<file path="src/rtl/lpcs_pkg.sv">
package lpcs_pkg;

    localparam int CFG_W  = 16;
    localparam int CFG_BE = CFG_W / 8;
    localparam int ADDR_W = 32;
    localparam int IO_W   = 16;

    localparam logic [CFG_W-1:0] CFG_RESET = 16'h0043;
    localparam logic [CFG_W-1:0] CFG_MASK  = 16'h01F7;

    // control bit positions
    localparam int B_RTC     = 0;
    localparam int B_KBD     = 1;
    localparam int B_BIOS_WR = 2;
    localparam int B_MOUSE   = 4;
    localparam int B_FERR    = 5;
    localparam int B_LOWBIOS = 6;
    localparam int B_EXTBIOS = 7;
    localparam int B_APIC    = 8;

    // address windows
    localparam int NWIN       = 8;
    localparam int W_RTC      = 0;
    localparam int W_KBD60    = 1;
    localparam int W_KBD64    = 2;
    localparam int W_BLOW_1M  = 3;
    localparam int W_BLOW_4G  = 4;
    localparam int W_BEXT     = 5;
    localparam int W_APIC0    = 6;
    localparam int W_APIC1    = 7;

    localparam logic [ADDR_W-1:0] WIN_LO [NWIN] = '{
        32'h0000_0070, 32'h0000_0060, 32'h0000_0064, 32'h000E_0000,
        32'hFFFE_0000, 32'hFFF8_0000, 32'hFEC0_0000, 32'hFEC0_0010
    };
    localparam logic [ADDR_W-1:0] WIN_HI [NWIN] = '{
        32'h0000_0077, 32'h0000_0060, 32'h0000_0064, 32'h000E_FFFF,
        32'hFFFE_FFFF, 32'hFFFD_FFFF, 32'hFEC0_0003, 32'hFEC0_0013
    };

    typedef struct packed {
        logic apic_en;
        logic ext_bios_en;
        logic low_bios_en;
        logic bios_wr_en;
        logic kbd_en;
        logic rtc_en;
    } dec_cfg_t;

    typedef struct packed {
        logic              valid;
        logic [ADDR_W-1:0] addr;
        logic              write;
        logic              mem;
        logic              from_exp;
    } bus_cyc_t;

    typedef enum logic [2:0] {
        TGT_NONE = 3'd0,
        TGT_RTC  = 3'd1,
        TGT_KBD  = 3'd2,
        TGT_BIOS = 3'd3,
        TGT_APIC = 3'd4
    } target_e;

    function automatic dec_cfg_t cfg_view(input logic [CFG_W-1:0] c);
        dec_cfg_t v;
        v.apic_en     = c[B_APIC];
        v.ext_bios_en = c[B_EXTBIOS];
        v.low_bios_en = c[B_LOWBIOS];
        v.bios_wr_en  = c[B_BIOS_WR];
        v.kbd_en      = c[B_KBD];
        v.rtc_en      = c[B_RTC];
        return v;
    endfunction

    function automatic logic in_window(input logic [ADDR_W-1:0] a,
                                       input logic [ADDR_W-1:0] lo,
                                       input logic [ADDR_W-1:0] hi);
        return (a >= lo) && (a <= hi);
    endfunction

endpackage

</file>
<file path="src/rtl/lpcs_ctrl_reg.sv">
module lpcs_ctrl_reg
    import lpcs_pkg::*;
#(
    parameter int               W     = CFG_W,
    parameter logic [W-1:0]     RESET = CFG_RESET,
    parameter logic [W-1:0]     MASK  = CFG_MASK
) (
    input  logic             clk,
    input  logic             rst,
    input  logic             we,
    input  logic [W/8-1:0]   be,
    input  logic [W-1:0]     wdata,
    output logic [W-1:0]     rdata
);
    localparam int NB = W / 8;

    logic [W-1:0] q;

    generate
        for (genvar b = 0; b < NB; b++) begin : g_byte
            always_ff @(posedge clk) begin
                if (rst)
                    q[b*8 +: 8] <= RESET[b*8 +: 8] & MASK[b*8 +: 8];
                else if (we && be[b])
                    q[b*8 +: 8] <= wdata[b*8 +: 8] & MASK[b*8 +: 8];
            end
        end
    endgenerate

    assign rdata = q;

    p_full_write_r1: assert property (@(posedge clk) disable iff (rst)
        (we && (&be)) |=> (rdata == ($past(wdata) & MASK)));
    p_hold_r2: assert property (@(posedge clk) disable iff (rst)
        !we |=> $stable(rdata));

endmodule

</file>
<file path="src/rtl/lpcs_window_bank.sv">
module lpcs_window_bank
    import lpcs_pkg::*;
#(
    parameter int N  = NWIN,
    parameter int AW = ADDR_W
) (
    input  logic [AW-1:0] addr,
    output logic [N-1:0]  hit
);
    generate
        for (genvar i = 0; i < N; i++) begin : g_win
            assign hit[i] = in_window(addr, WIN_LO[i], WIN_HI[i]);
        end
    endgenerate
endmodule

</file>
<file path="src/rtl/lpcs_target_select.sv">
module lpcs_target_select
    import lpcs_pkg::*;
(
    input  logic           clk,
    input  logic           rst,
    input  bus_cyc_t       cyc,
    input  dec_cfg_t       cfg,
    input  logic [NWIN-1:0] hit,
    output target_e        tgt,
    output logic           top4g
);
    logic io_ok, mem_ok;
    logic rtc_sel, kbd_sel, bios_win, bios_sel, apic_sel;

    always_comb begin
        io_ok    = cyc.valid && !cyc.mem && (cyc.addr[ADDR_W-1:IO_W] == '0);
        mem_ok   = cyc.valid && cyc.mem;
        rtc_sel  = io_ok && cfg.rtc_en && hit[W_RTC];
        kbd_sel  = io_ok && cfg.kbd_en && (hit[W_KBD60] || hit[W_KBD64]);
        bios_win = mem_ok &&
                   ((cfg.low_bios_en && (hit[W_BLOW_1M] || hit[W_BLOW_4G])) ||
                    (cfg.ext_bios_en && !cyc.from_exp && hit[W_BEXT]));
        bios_sel = bios_win && (!cyc.write || cfg.bios_wr_en);
        apic_sel = mem_ok && !cyc.from_exp && cfg.apic_en &&
                   (hit[W_APIC0] || hit[W_APIC1]);

        if (rtc_sel)       tgt = TGT_RTC;
        else if (kbd_sel)  tgt = TGT_KBD;
        else if (bios_sel) tgt = TGT_BIOS;
        else if (apic_sel) tgt = TGT_APIC;
        else               tgt = TGT_NONE;

        top4g = (tgt == TGT_BIOS) && (cyc.addr[ADDR_W-1:24] == 8'hFF);
    end

    p_apic_host_only_r8: assert property (@(posedge clk) disable iff (rst)
        cyc.from_exp |-> (tgt != TGT_APIC));
    p_write_protect_r7: assert property (@(posedge clk) disable iff (rst)
        (cyc.write && !cfg.bios_wr_en) |-> (tgt != TGT_BIOS));
    p_ext_host_only_r6: assert property (@(posedge clk) disable iff (rst)
        (cyc.from_exp && hit[W_BEXT]) |-> (tgt == TGT_NONE));

endmodule

</file>
<file path="src/rtl/legacy_cs_decoder.sv">
module legacy_cs_decoder
    import lpcs_pkg::*;
(
    input  logic              clk,
    input  logic              rst,
    input  logic              cfg_we,
    input  logic [CFG_BE-1:0] cfg_be,
    input  logic [CFG_W-1:0]  cfg_wdata,
    output logic [CFG_W-1:0]  cfg_rdata,
    input  logic              cyc_valid,
    input  logic [ADDR_W-1:0] cyc_addr,
    input  logic              cyc_write,
    input  logic              cyc_mem,
    input  logic              cyc_from_exp,
    output logic              bios_cs_n,
    output logic              kbd_cs_n,
    output logic              rtc_cs_n,
    output logic              rtc_ale,
    output logic              apic_cs_n,
    output logic              xcvr_oe_n,
    output logic              fwd_exp,
    output logic              la_ovr_en,
    output logic [3:0]        la_hi
);
    logic [CFG_W-1:0] ctrl_q;
    logic [NWIN-1:0]  win_hit;
    bus_cyc_t         cyc;
    dec_cfg_t         dcfg;
    target_e          tgt;
    logic             top4g;

    lpcs_ctrl_reg #(.W(CFG_W), .RESET(CFG_RESET), .MASK(CFG_MASK)) u_ctrl (
        .clk(clk), .rst(rst), .we(cfg_we), .be(cfg_be),
        .wdata(cfg_wdata), .rdata(ctrl_q)
    );

    assign cfg_rdata = ctrl_q;
    assign dcfg      = cfg_view(ctrl_q);

    always_comb begin
        cyc.valid    = cyc_valid;
        cyc.addr     = cyc_addr;
        cyc.write    = cyc_write;
        cyc.mem      = cyc_mem;
        cyc.from_exp = cyc_from_exp;
    end

    lpcs_window_bank #(.N(NWIN), .AW(ADDR_W)) u_win (
        .addr(cyc_addr), .hit(win_hit)
    );

    lpcs_target_select u_sel (
        .clk(clk), .rst(rst), .cyc(cyc), .cfg(dcfg),
        .hit(win_hit), .tgt(tgt), .top4g(top4g)
    );

    always_comb begin
        rtc_cs_n  = (tgt != TGT_RTC);
        rtc_ale   = (tgt == TGT_RTC);
        kbd_cs_n  = (tgt != TGT_KBD);
        bios_cs_n = (tgt != TGT_BIOS);
        apic_cs_n = (tgt != TGT_APIC);
        xcvr_oe_n = (tgt == TGT_NONE);
        fwd_exp   = (tgt != TGT_NONE);
        la_ovr_en = top4g;
        la_hi     = top4g ? 4'hF : 4'h0;
    end

    p_idle_r11: assert property (@(posedge clk) disable iff (rst)
        !cyc_valid |-> (bios_cs_n && kbd_cs_n && rtc_cs_n && apic_cs_n &&
                        !rtc_ale && xcvr_oe_n && !fwd_exp && !la_ovr_en));
    p_single_cs_r11: assert property (@(posedge clk) disable iff (rst)
        $onehot0({~bios_cs_n, ~kbd_cs_n, ~rtc_cs_n, ~apic_cs_n}));
    p_oe_tracks_cs_r10: assert property (@(posedge clk) disable iff (rst)
        xcvr_oe_n == (bios_cs_n && kbd_cs_n && rtc_cs_n && apic_cs_n));
    p_alias_r9: assert property (@(posedge clk) disable iff (rst)
        la_ovr_en |-> (!bios_cs_n && (cyc_addr[31:24] == 8'hFF) && (la_hi == 4'hF)));

endmodule

</file>
<file path="config.mk">
export PLATFORM = sky130hd
export DESIGN_NAME = legacy_cs_decoder
export DESIGN_NICKNAME = d
export VERILOG_FILES = /design/src/rtl/lpcs_pkg.sv /design/src/rtl/lpcs_ctrl_reg.sv /design/src/rtl/lpcs_window_bank.sv /design/src/rtl/lpcs_target_select.sv /design/src/rtl/legacy_cs_decoder.sv
export SDC_FILE = /design/constraint.sdc
export NUM_CORES = 1
export LEC_CHECK = 0
export ABC_AREA = 0
export BUFFER_PORTS_ARGS = -buffer_cell sky130_fd_sc_hd__buf_2
export CORE_ASPECT_RATIO = 1.4
export CORE_MARGIN = 4
export CORE_UTILIZATION = 28
export DETAILED_ROUTE_END_ITERATION = 7
export HOLD_SLACK_MARGIN = 0.08
export MAX_ROUTING_LAYER = met4
export PLACE_DENSITY_LB_ADDON = 0.08
export SLEW_MARGIN = 5
export SYNTH_ARGS = -nofsm -noshare
export SYNTH_HDL_FRONTEND = slang
export SYNTH_SLANG_ARGS = --single-unit
</file>
<file path="constraint.sdc">
create_clock -name clk -period 2.1 [get_ports clk]
set_clock_uncertainty 0.15 [all_clocks]
set_input_delay 0.105 -clock clk [delete_from_list [all_inputs] [get_ports clk]]
set_output_delay 0.105 -clock clk [all_outputs]
set_load 0.005 [all_outputs]
</file>
==> flow_summary_export.csv <==
group,metric,value,unit
timing,post-route-period-util,104,%
timing,setup_ws,-79.2,ps
placement,io_buffers,68,
timing,finalWorstPathRequiredPeriod,2180,ps
cts,clockRootBuffer,"clkbuf_4",
yosys,ys_seq_area_share,24.4,%
yosys,synthCells,88,
yosys,avgSynthCellArea,7.46,um^2
power,internal_power,0.315,mW
worst_setup_path,critPathMaxStageDelay,520,ps
power,peakVddDrop,0.267,mV
timing,tns,-79.2,ps
worst_setup_path,critical_path_class,"in2out",
power,pwr_density_cell,322,nW/um^2
die,num_rows,20,
worst_setup_path,critPathCaptureType,"primary output",
finish,nets,244,
worst_setup_path,crit_slowest_cell,"or4b_1",
power,p_clk_share,27.4,%
yosys,synthTopCellsByArea,"dfxtp_1 24%, buf_4 14%, nand2_1 7.4%",
finish,diodes,0,
cts,htreeDepth,1,
die,die_h,65.3,um
cts,cts_tree,"yes",
die,io_pins,85,
yosys,synth_cell_types,28,
placement,post-place-ws,-139,ps
routing,drtAntennaViolNets,0,
global_routing,grt_pass1_wl,4330,um
finish,largest_reg_flops,8,
yosys,synth_most_common_cell,"nand2_1",
flow_run,cap_violations,0,
timing,finalHoldViolCount,0,
yosys,synth_top_area_cell,"dfxtp_1",
routing,firstDrtPassIters,4,
status,status,"complete, but fails checks",
placement,gp_congestion,0.839,
routing,wl,2660,um
global_routing,antenna_found_initial,0,
yosys,ys_top_cells_by_count,"13 x nand2_1, 12 x buf_4, 8 x dfxtp_1, 8 x nand3_1, 6 x a21oi_1",
cts,clk_latency,260,ps
routing,drtIter0Drc,15,
power,swShare,26.8,%
power,p_leak,0.654,nW
yosys,ys_async_sr_fraction,0,%
worst_setup_path,path_common_cell,"or4_4",
worst_hold_path,hold_path.class,"in2reg",
worst_setup_path,critPathLaunchType,"input pin",
global_routing,grt_overflow,0,
cts,cts_made_buffers,3,
power,net-switching-power,0.115,mW
status,violations,"negative setup slack",
power,pwr-share-comb,34.0,%
power,p_seq_share,38.6,%
cts,cts.clk_slew.worst_paths,50,ps
yosys,synth_edf_count,0,
yosys,postSynth.topFlopCell,"dfxtp_1",
die,dieArea,3200,um^2
cts,clock-sinks,8,
yosys,synth_top_area_share,24.4,%
worst_setup_path,path_max_fanout,3,
global_routing,grt_max_degree,11,
cts,ctsLongestPathBuffers,2,
global_routing,grt_usage,16.7,%
timing,rsz0062_at_grt,"true",
worst_setup_path,cp_data_arrival_time,1920,ps
die,initial_core_util,29.8,%
routing,vias,1019,
finish,syn2layout_area_growth,104,%
yosys,syn_area,657,um^2
die,fp.dieW,48.9,um
routing,vias_per_cell,4.92,
yosys,yosys_warnings,0,
worst_setup_path,required,1850,ps
worst_setup_path,cp_cell_sequence,"buf_6, or4b_1, or4_4, or4_4, and4_1, buf_2",
placement,hpwl,2050,um
routing,wl_per_cell,12.8,um
finish,utilization,60.8,%
timing,timing.fmax,459,MHz
timing,slew_viol_final,0,
finish,layout-drive-gt1-share,52.4,%
die,core,2200,um^2
routing,drc_errors,0,
global_routing,grt_pass1_vias,1023,
yosys,ys_ff_latch,8,
timing,setup_violations,1,
[power groups by stage]
stage / clock network (mW) / logic, mW / registers [mW]
after floorplan: 0 / 0.0425 / 0.169
after global placement: 0 / 0.109 / 0.169
after detailed placement: 0 / 0.111 / 0.169
after CTS: 0.118 / 0.137 / 0.167
after global routing: 0.129 / 0.162 / 0.167
final: 0.118 / 0.146 / 0.166
[metal layers]
layer / share of wire [%] / track usage, % / up-vias
li1: - / - / 507
met1: 35 / 16.9 / 460
met2: 55 / 31.2 / 47
met3: 7.4 / 2.95 / 5
met4: 1.8 / 7.07 / 0
met5: 0 / - / -
[cell type report]
cell class,count,area [um^2]
Fill cell,215,863
Inverter,2,7.51
Tap cell,22,27.5
Clock buffer,3,22.5
Timing Repair Buffer,101,677
Multi-Input combinational cell,71,442
Sequential cell,8,163
[critical path: cells and delay by family]
family        cells  cell delay [ps]
buf+inv           2              210
simple gates      4             1610
[per-stage QoR]
stage	instance area, um^2	total power [mW]	hold slack, ps	instances
global placement	1040	0.278	207	183
floorplan	683	0.212	102	95
global route	1340	0.458	175	207
finish	1340	0.431	138	207
detailed placement	1040	0.280	214	183
CTS	1280	0.422	134	205
[what timing repair did]
item                                    CTS  global route
pin swaps                                 2             4
hold buffers                             19             0
hold endpoints to repair                  8             0
resized for setup                         6             9
setup buffers                             0             2
endpoints found under the setup margin    5             6
[path summary, 6_finish.rpt]
kind | from | end | slack [ps] | cells past startpoint
min reg2reg | u_ctrl.rdata[1] | u_ctrl.rdata[1] | 310 | 1
min | cfg_be[0] | u_ctrl.rdata[0] | 140 | 3
max reg2reg | u_ctrl.rdata[6] | u_ctrl.rdata[6] | 720 | 2
max | cyc_addr[3] | xcvr_oe_n | -80 | 6
[cell usage in the layout (no fill, tap or decap), types with 3 or more instances in the layout]
cell type      instances
a211o_1                3
a21oi_1                6
and3_1                 4
buf_2                 62
buf_4                 13
buf_6                  7
clkbuf_4               3
conb_1                 8
dfxtp_1                6
dlygate4sd3_1         19
nand2_1               13
nand3_1                8
nand4_1                4
nor2_1                 3
nor4_2                 3
or4_4                  4
[kinds of logic (layout without fill, tap and decap cells)]
kind of cell    Yosys count  in the layout  share of synthesized area (%)
simple gates             50             50                           45.5
buf+inv                  16            106                           16.0
compound gates           13             13                           13.5
flops                     8              8                           24.4
other cells               1              8                          0.571
Note: power is estimated with default switching activity, not from simulation.
